File: src/rtl/pwr_dom_pkg.sv
package pwr_dom_pkg;

  typedef enum logic [1:0] {
    PS_OFF     = 2'd0,
    PS_RET     = 2'd1,
    PS_IDLE_ON = 2'd2,
    PS_ACTIVE  = 2'd3
  } pstate_e;

  typedef enum logic [1:0] {
    SQ_IDLE,
    SQ_ISO,
    SQ_WAIT,
    SQ_SETTLE
  } seq_e;

  localparam int unsigned CTRL_OFS = 0;
  localparam int unsigned STAT_OFS = 4;
  localparam int unsigned BIT_LRET = 2;
  localparam int unsigned BIT_LPC  = 4;
  localparam int unsigned BIT_BUSY = 20;

  // lowest supported state at or above req; highest supported otherwise
  function automatic pstate_e resolve_state(logic [1:0] req, logic [3:0] mask);
    pstate_e r;
    logic    found;
    r     = PS_ACTIVE;
    found = 1'b0;
    for (int i = 0; i < 4; i++) begin
      if (!found && mask[i] && i >= int'(req)) begin
        r     = pstate_e'(2'(i));
        found = 1'b1;
      end
    end
    if (!found) begin
      for (int i = 0; i < 4; i++) begin
        if (mask[i]) r = pstate_e'(2'(i));
      end
    end
    return r;
  endfunction

  function automatic logic is_powered(pstate_e s);
    return (s == PS_IDLE_ON) || (s == PS_ACTIVE);
  endfunction

endpackage

File: src/rtl/pwr_dom_regs.sv
module pwr_dom_regs
  import pwr_dom_pkg::*;
#(
  parameter int unsigned AW        = 4,
  parameter logic [3:0]  CAP_MASK  = 4'b1011,
  parameter pstate_e     RST_STATE = PS_ACTIVE
) (
  input  logic          clk_i,
  input  logic          rst_ni,
  input  logic          wr_i,
  input  logic [AW-1:0] addr_i,
  input  logic [31:0]   wdata_i,
  input  logic          take_i,
  input  logic          busy_i,
  input  pstate_e       cur_i,
  output logic [31:0]   rdata_o,
  output pstate_e       tgt_o,
  output logic          lret_o,
  output logic          lpc_o,
  output logic          pend_o
);

  localparam logic [AW-1:0] A_CTRL = AW'(CTRL_OFS);
  localparam logic [AW-1:0] A_STAT = AW'(STAT_OFS);

  logic    wr_ctrl;
  pstate_e tgt_q;
  logic    lret_q, lpc_q, pend_q;
  logic    unused_wdata;

  assign wr_ctrl      = wr_i && (addr_i == A_CTRL);
  assign unused_wdata = ^{wdata_i[31:5], wdata_i[3]};

  always_ff @(posedge clk_i or negedge rst_ni) begin
    if (!rst_ni) begin
      tgt_q  <= RST_STATE;
      lret_q <= 1'b0;
      lpc_q  <= 1'b0;
      pend_q <= 1'b0;
    end else if (wr_ctrl) begin
      tgt_q  <= resolve_state(wdata_i[1:0], CAP_MASK);
      lret_q <= wdata_i[BIT_LRET];
      lpc_q  <= wdata_i[BIT_LPC];
      pend_q <= 1'b1;
    end else if (take_i) begin
      pend_q <= 1'b0;
    end
  end

  always_comb begin
    rdata_o = '0;
    if (addr_i == A_CTRL) begin
      rdata_o[1:0]     = tgt_q;
      rdata_o[BIT_LRET] = lret_q;
      rdata_o[BIT_LPC]  = lpc_q;
    end else if (addr_i == A_STAT) begin
      rdata_o[1:0]      = cur_i;
      rdata_o[BIT_BUSY] = busy_i;
    end
  end

  assign tgt_o  = tgt_q;
  assign lret_o = lret_q;
  assign lpc_o  = lpc_q;
  assign pend_o = pend_q;

endmodule

File: src/rtl/pwr_dom_timer.sv
module pwr_dom_timer #(
  parameter int unsigned CNT_W = 4
) (
  input  logic             clk_i,
  input  logic             rst_ni,
  input  logic             load_i,
  input  logic [CNT_W-1:0] load_val_i,
  output logic             done_o
);

  logic [CNT_W-1:0] cnt_q;

  always_ff @(posedge clk_i or negedge rst_ni) begin
    if (!rst_ni)             cnt_q <= '0;
    else if (load_i)         cnt_q <= load_val_i;
    else if (cnt_q != '0)    cnt_q <= cnt_q - 1'b1;
  end

  assign done_o = (cnt_q == '0);

endmodule

File: src/rtl/pwr_dom_seq.sv
module pwr_dom_seq
  import pwr_dom_pkg::*;
#(
  parameter int unsigned UP_CYC    = 6,
  parameter int unsigned DN_CYC    = 4,
  parameter pstate_e     RST_STATE = PS_ACTIVE
) (
  input  logic    clk_i,
  input  logic    rst_ni,
  input  logic    pend_i,
  input  pstate_e tgt_i,
  input  logic    lret_i,
  input  logic    lpc_i,
  output logic    take_o,
  output pstate_e cur_o,
  output logic    busy_o,
  output logic    pwr_en_o,
  output logic    iso_o,
  output logic    ret_o
);

  localparam int unsigned MAX_CYC = (UP_CYC > DN_CYC) ? UP_CYC : DN_CYC;
  localparam int unsigned CNT_W   = $clog2(MAX_CYC + 1);

  seq_e    sq_q;
  pstate_e cur_q, dst_q;
  logic    dn_q, lret_q;
  logic    go, down, iso_lead, tmr_load, tmr_done;
  logic [CNT_W-1:0] tmr_val;

  assign take_o   = (sq_q == SQ_IDLE) && pend_i;
  assign down     = tgt_i < cur_q;
  assign go       = take_o && (tgt_i != cur_q) && !(down && !lpc_i);
  assign iso_lead = down && is_powered(cur_q) && !is_powered(tgt_i);

  // timer loads on entry to the wait phase
  assign tmr_load = (go && !iso_lead) || (sq_q == SQ_ISO);
  assign tmr_val  = ((sq_q == SQ_ISO) || down) ? CNT_W'(DN_CYC - 1) : CNT_W'(UP_CYC - 1);

  pwr_dom_timer #(.CNT_W(CNT_W)) u_timer (
    .clk_i      (clk_i),
    .rst_ni     (rst_ni),
    .load_i     (tmr_load),
    .load_val_i (tmr_val),
    .done_o     (tmr_done)
  );

  always_ff @(posedge clk_i or negedge rst_ni) begin
    if (!rst_ni) begin
      sq_q   <= SQ_IDLE;
      cur_q  <= RST_STATE;
      dst_q  <= RST_STATE;
      dn_q   <= 1'b0;
      lret_q <= 1'b0;
    end else begin
      case (sq_q)
        SQ_IDLE: if (go) begin
          dst_q  <= tgt_i;
          dn_q   <= down;
          lret_q <= lret_i;
          sq_q   <= iso_lead ? SQ_ISO : SQ_WAIT;
        end
        SQ_ISO: sq_q <= SQ_WAIT;
        SQ_WAIT: if (tmr_done) begin
          if (!dn_q && !is_powered(cur_q) && is_powered(dst_q)) begin
            sq_q <= SQ_SETTLE;
          end else begin
            sq_q  <= SQ_IDLE;
            cur_q <= dst_q;
          end
        end
        default: begin
          sq_q  <= SQ_IDLE;
          cur_q <= dst_q;
        end
      endcase
    end
  end

  always_comb begin
    case (sq_q)
      SQ_IDLE: begin
        pwr_en_o = is_powered(cur_q);
        iso_o    = !is_powered(cur_q);
      end
      SQ_ISO: begin
        pwr_en_o = 1'b1;
        iso_o    = 1'b1;
      end
      SQ_WAIT: begin
        pwr_en_o = is_powered(dst_q);
        iso_o    = !(is_powered(dst_q) && is_powered(cur_q));
      end
      default: begin
        pwr_en_o = 1'b1;
        iso_o    = 1'b1;
      end
    endcase
  end

  assign busy_o = (sq_q != SQ_IDLE);
  assign ret_o  = (sq_q == SQ_IDLE) && (cur_q == PS_RET) && lret_q;
  assign cur_o  = cur_q;

endmodule

File: src/rtl/pwr_dom_ctrl.sv
module pwr_dom_ctrl
  import pwr_dom_pkg::*;
#(
  parameter int unsigned AW       = 4,
  parameter logic [3:0]  CAP_MASK = 4'b1011,
  parameter int unsigned UP_CYC   = 6,
  parameter int unsigned DN_CYC   = 4
) (
  input  logic          clk_i,
  input  logic          rst_ni,
  input  logic          wr_i,
  input  logic [AW-1:0] addr_i,
  input  logic [31:0]   wdata_i,
  output logic [31:0]   rdata_o,
  output logic          pwr_en_o,
  output logic          iso_o,
  output logic          ret_o
);

  localparam pstate_e RST_STATE = resolve_state(2'd3, CAP_MASK);

  pstate_e tgt, cur_state;
  logic    lret, lpc, pend, take, busy;

  pwr_dom_regs #(
    .AW        (AW),
    .CAP_MASK  (CAP_MASK),
    .RST_STATE (RST_STATE)
  ) u_regs (
    .clk_i   (clk_i),
    .rst_ni  (rst_ni),
    .wr_i    (wr_i),
    .addr_i  (addr_i),
    .wdata_i (wdata_i),
    .take_i  (take),
    .busy_i  (busy),
    .cur_i   (cur_state),
    .rdata_o (rdata_o),
    .tgt_o   (tgt),
    .lret_o  (lret),
    .lpc_o   (lpc),
    .pend_o  (pend)
  );

  pwr_dom_seq #(
    .UP_CYC    (UP_CYC),
    .DN_CYC    (DN_CYC),
    .RST_STATE (RST_STATE)
  ) u_seq (
    .clk_i    (clk_i),
    .rst_ni   (rst_ni),
    .pend_i   (pend),
    .tgt_i    (tgt),
    .lret_i   (lret),
    .lpc_i    (lpc),
    .take_o   (take),
    .cur_o    (cur_state),
    .busy_o   (busy),
    .pwr_en_o (pwr_en_o),
    .iso_o    (iso_o),
    .ret_o    (ret_o)
  );

endmodule

File: config.mk
export PLATFORM = sky130hd
export DESIGN_NAME = pwr_dom_ctrl
export DESIGN_NICKNAME = d
export VERILOG_FILES = /design/src/rtl/pwr_dom_pkg.sv /design/src/rtl/pwr_dom_regs.sv /design/src/rtl/pwr_dom_timer.sv /design/src/rtl/pwr_dom_seq.sv /design/src/rtl/pwr_dom_ctrl.sv
export SDC_FILE = /design/constraint.sdc
export NUM_CORES = 1
export LEC_CHECK = 0
export ABC_AREA = 1
export BUFFER_PORTS_ARGS = -buffer_cell sky130_fd_sc_hd__buf_2
export CAP_MARGIN = 25
export CELL_PAD_IN_SITES_DETAIL_PLACEMENT = 1
export CELL_PAD_IN_SITES_GLOBAL_PLACEMENT = 1
export CORE_MARGIN = 4
export CORE_UTILIZATION = 28
export DETAILED_ROUTE_END_ITERATION = 7
export PLACE_DENSITY = 0.88
export SYNTH_ARGS = -nofsm -noshare
export SYNTH_HDL_FRONTEND = slang
export SYNTH_SLANG_ARGS = --single-unit
File: constraint.sdc
create_clock -name clk_i -period 2.1 [get_ports clk_i]
set_input_delay 0.21 -clock clk_i [delete_from_list [all_inputs] [get_ports clk_i]]
set_output_delay 0.21 -clock clk_i [all_outputs]
set_load 0.1 [all_outputs]
## After elaboration in Yosys (flattened, before gate mapping)

Cells that the tools add are included.

- Output and inout bits: 35
- Register bits: 16
- Bits of input ports: 39

- Magnitude comparators: 3
- Reductions and logical operators: 38
- Bitwise operators: 1
- Add/sub/neg operators: 1
- Eq/ne operators: 14
- Muxes and demuxes: 30

Operators with widths:

| cell | number |
|---|---|
| $mux W2 | 12 |
| $eq A2 B2 Y1 const B | 7 |
| $logic_and A1 B1 Y1 | 14 |
| $mux W1 | 11 |
| $mux W3 | 3 |
| $logic_not A1 Y1 | 8 |
| $pmux W2 S3 | 1 |
| $reduce_bool A2 Y1 | 3 |
| $logic_or A1 B1 Y1 | 5 |
| $eq A2 B1 Y1 const B | 2 |
| $eq A4 B3 Y1 const B | 1 |
| $ge A1 B2 Y1 const A | 2 |
| $logic_not A4 Y1 | 1 |
| $ne A2 B1 Y1 const B | 2 |
| $pmux W1 S2 | 2 |
| $pmux W2 S2 | 1 |
| $reduce_and A2 Y1 | 2 |
| $logic_not A3 Y1 | 1 |
| $reduce_and A3 Y1 | 1 |
| $reduce_bool A3 Y1 | 1 |
| $sub A3 B1 Y3 const B | 1 |
| $logic_not A2 Y1 | 1 |
| $lt A2 B2 Y1 | 1 |
| $ne A2 B2 Y1 | 1 |
| 3 further kinds | 3 |

## Depth between registers and ports, before layout

- Depth after elaboration: 9
- Mapped depth: 10
- Gate-level depth less buffers: 10

## Cells and area by module

Synthesis repeated with hierarchy kept, for this count alone.

- Cells, all modules: 174
- Area total of the unflattened synthesis: 1247.4 sq um

By module, submodules not included:

| module | cells each | seq. area each (sq um) | area each (sq um) | instances |
|---|---|---|---|---|
| pwr_dom_seq | 74 | 205.2 | 530.5 | 1 |
| pwr_dom_regs | 68 | 127.6 | 509.2 | 1 |
| pwr_dom_timer | 32 | 75.1 | 207.7 | 1 |

## Worst setup path after synthesis

No wires, ideal clock.

- Path type: register to output
- From: register u_seq.cur_q[1], in the netlist u_seq.cur_o[1]
- To: output port rdata_o[1]
- Required time: 1890 ps
- Path buffers: 0
- Slack: -196 ps
- Arrival time: 2086 ps
- Stages on the path, launching flop included: 3
- Cells stage by stage: dfstp_2 > inv_1 > o22ai_1

- Word-level cells in the longest chain between the ends: 2

Ends and longest elaborated chain:

| item | RTL line | source |
|---|---|---|
| start, declared | pwr_dom_seq.sv:26 | `pstate_e cur_q, dst_q;` |
| start signal, assigned | pwr_dom_seq.sv:69 | `cur_q <= dst_q;` |
| start signal, assigned | pwr_dom_seq.sv:74 | `cur_q <= dst_q;` |
| $mux W2 | pwr_dom_regs.sv:56 | `end else if (addr_i == A_STAT) begin` |
| $mux W2 | pwr_dom_regs.sv:52 | `if (addr_i == A_CTRL) begin` |
| end, declared | pwr_dom_ctrl.sv:14 | `output logic [31:0] rdata_o,` |

No other way between the ends.

## Worst setup path in the final report

- From: register u_seq.sq_q[0]
- To: output port ret_o

- Word-level cells in the longest chain between the ends: 3

Ends and longest elaborated chain:

| item | RTL line | source |
|---|---|---|
| start, declared | pwr_dom_seq.sv:25 | `seq_e sq_q;` |
| start signal, assigned | pwr_dom_seq.sv:61 | `sq_q <= iso_lead ? SQ_ISO : SQ_WAIT;` |
| $logic_not A2 Y1 | pwr_dom_seq.sv:102 | `assign ret_o = (sq_q == SQ_IDLE) && (cur_q == PS_RET) && lret_q;` |
| $logic_and A1 B1 Y1 (2 in a row) | pwr_dom_seq.sv:102 |  |
| end, declared | pwr_dom_ctrl.sv:17 | `output logic ret_o` |

No other way between the ends.

==> results.py <==
metrics = {
    "detailed_routing": {
        "vias": 903,
        "top_layer": "met4",
        "drt_pre_antenna_iters": 2,
        "ant_nets": 0,
        "via_per_inst": 4.24,
        "wl_met2_mm": 1.24,
        "wl_mm": 2.44,
        "drc": 0,
        "m1WireLength_mm": 1.04,
        "route.met3.wl_um": 112,
        "wire_per_inst_um": 11.4,
        "first_iter_violations": 8,
    },
    "place": {
        "post-place-ws_ps": 298,
        "placed_cells": 208,
        "gp_congestion": 0.819,
        "hpwl_mm": 1.96,
        "port_buffers": 18,
    },
    "finish": {
        "fillCellCount": 498,
        "final_cells": 213,
        "multiInputGateArea_um2": 527,
        "fin_nets": 209,
        "num_antenna_cells": 0,
        "seqCellArea_um2": 408,
        "final_core_util_pct": 32.9,
        "areaGrowthSynthToFinish_pct": 11.0,
        "layout-drive-gt1-share_pct": 21.8,
    },
    "synthesis": {
        "synth_warnings": 0,
        "syn_area_per_cell_um2": 7.76,
        "synth_edf_count": 0,
        "synth-seq-area-share_pct": 36.8,
        "ys.flop_type": "dfrtp_1",
        "ys_seq_elements": 16,
        "synth_async_sr_flop_share_pct": 100,
        "netlist_area_um2": 1110,
        "synth_common_cells": "buf_4 (27), inv_1 (22), nand2_1 (19)",
        "synth_area_leaders": "dfrtp_1 (23%), buf_4 (18%), dfstp_2 (14%)",
        "synth_cell_types": 21,
        "syn_inst": 143,
        "synth_top_area_cell": "dfrtp_1",
        "yosysMostFrequentCell": "buf_4",
        "synth_top_cell_area_share_pct": 22.5,
    },
    "power_and_ir_drop": {
        "swShare_pct": 54.7,
        "p_leak_nw": 0.710,
        "clkPwrFrac_pct": 15.1,
        "comb_power_share_pct": 56.7,
        "power.switching_mw": 1.02,
        "peakVddDrop_uv": 772,
        "power_mw": 1.87,
        "p_per_area_nw_per_um2": 1510,
        "seqPwrFrac_pct": 28.2,
        "internal-power_uw": 847,
    },
    "floorplan": {
        "die_area_um2": 5030,
        "start_util_pct": 29.6,
        "fp-row-count": 22,
        "ioPinCount": 74,
        "fp.dieW_um": 71.0,
        "core_area_um2": 3740,
        "die_height_um": 71.0,
    },
    "worst_setup_path": {
        "crit_start": "u_seq.sq_q[0]",
        "slowest_stage": "dfrtp_1",
        "required_ps": 1890,
        "cp_max_fo": 5,
        "path_buf_inv": 2,
        "crit_type": "reg -> out",
        "endpoint_kind": "output pin",
        "critical_path_arrival_ps": 1670,
        "path_delay_family": "buffers and inverters",
        "startpoint_type": "flop",
        "max_stage_delay_ps": 420,
        "r2r_start": "u_seq.cur_o[1]",
        "cp_cell_sequence": "nor2_4, inv_1, nor2_1, and3_1, buf_2",
    },
    "clock_network": {
        "cts_root_buffer": "clkbuf_8",
        "cts_num_sinks": 16,
        "cts_tree": "yes",
        "postCtsSetupRepairBufs": 0,
        "cts-resized-gates": 0,
        "cts_max_level": 1,
        "cts_inserted_buffers": 3,
        "cts_buffer_depth": 2,
        "clock_latency_ps": 250,
        "cts.hold.buffers_added": 1,
        "path_clk_slew_ps": 70,
    },
    "sta": {
        "fmax_ghz": 0.532,
        "layout_setup_ws_ps": 219,
        "period_needed_ps": 1880,
        "setup_viol": 0,
        "finalHoldViolCount": 0,
        "rsz0062_at_grt": "false",
        "min_period_over_period_pct": 89.6,
        "fin_skew_ps": 4.64,
        "drv_slew": 0,
    },
    "grt": {
        "grt_max_degree": 17,
        "grt_pass1_vias": 953,
        "grt_pass1_wl_mm": 4.22,
        "overflow": 0,
        "antenna_found_initial": 0,
        "track_usage_pct": 10.4,
    },
    "status": {
        "status": "finished, final reports clean",
    },
    "worst_hold_path": {
        "hold_path_startpoint": "wdata_i[4]",
        "hp-class": "in -> reg",
    },
    "job": {
        "drv_cap": 0,
    },
}
==> cell usage in the layout, fill, tap and decap left out, types with 2 or more instances in the layout <==
cell type	count
and3_1	3
a21oi_1	7
ha_1	4
o21ai_0	5
o211ai_1	2
nor2_1	15
nor2_4	2
inv_1	22
dfrtp_1	10
clkbuf_8	4
nand3_1	11
o22ai_2	2
nand2_2	2
nand2_1	19
conb_1	27
buf_2	18
dfstp_2	6
==> state kept, by name, indices dropped and copies added (netlist names) <==
name	flops
u_regs.lret_o	1
u_seq.dn_q	1
u_regs.pend_o	1
u_seq.u_timer.cnt_q	3
u_regs.lpc_o	1
u_seq.sq_q	2
u_seq.dst_q	2
u_seq.cur_o	2
u_seq.lret_q	1
u_regs.tgt_o	2
==> path summary, 6_finish.rpt <==
path | slack (ps) | cells past startpoint | end
worst min-delay path | 200 | 3 | u_regs.lpc_o
max in group asynchronous | 1380 | 2 | u_seq.cur_o[0]
worst min register to register | 490 | 2 | u_seq.lret_q
worst max-delay path | 220 | 5 | ret_o
worst max register to register | 280 | 10 | u_seq.u_timer.cnt_q[1]
min in group asynchronous | 400 | 2 | u_seq.u_timer.cnt_q[0]
==> power groups by stage <==
stage / logic [mW] / clock network [mW] / registers [mW]
global placement: 1.03 / 0 / 0.524
CTS: 1.07 / 0.292 / 0.526
finish: 1.06 / 0.282 / 0.526
floorplan: 0.942 / 0 / 0.511
global route: 1.17 / 0.305 / 0.545
detailed placement: 1.06 / 0 / 0.531
==> layer usage <==
metal  up-vias  track usage (%)
li1        441                -
met2        26             18.6
met3         7             2.84
met5         -                0
met1       429             11.7
met4         0             3.55
==> per-stage QoR <==
step | hold WS (ps) | cell area [um^2] | TNS [ps]
6_report | 200 | 1230 | 0
4_1_cts | 196 | 1230 | 0
3_5_place_dp | 150 | 1170 | 0
5_1_grt | 210 | 1230 | 0
2_1_floorplan | -85.6 | 1220 | -54.1
3_3_place_gp | 145 | 1170 | 0
==> worst reg2reg max path, stage by stage, from the launching register on <==
cell and delay (ps):
dfstp_2 540, inv_1 100, ha_1 330, nand2_1 70, inv_1 60, nor2_4 130, nand3_1 160, nand2_1 120
inv_1 70, nand3_1 70, nand2_1 50
==> final cells by class <==
| cell class | count | area share (%) |
|---|---|---|
| clock buffer | 4 | 4.47 |
| inverter | 22 | 6.70 |
| multi-input combinational | 104 | 42.7 |
| sequential | 16 | 33.1 |
| tap | 48 | 4.87 |
| timing repair buffer | 19 | 8.12 |
==> logic make-up after synthesis <==
family | after synthesis | share of synthesized area (%)
AO/OA/AOI/OAI | 17 | 8.57
adder cells (fa/ha/maj) | 4 | 4.51
buffers and inverters | 49 | 25.7
flip-flops | 16 | 36.8
other | 1 | 0.338
AND/OR/NAND/NOR | 56 | 24.1
No activity file was read; power rests on OpenSTA's default activity.
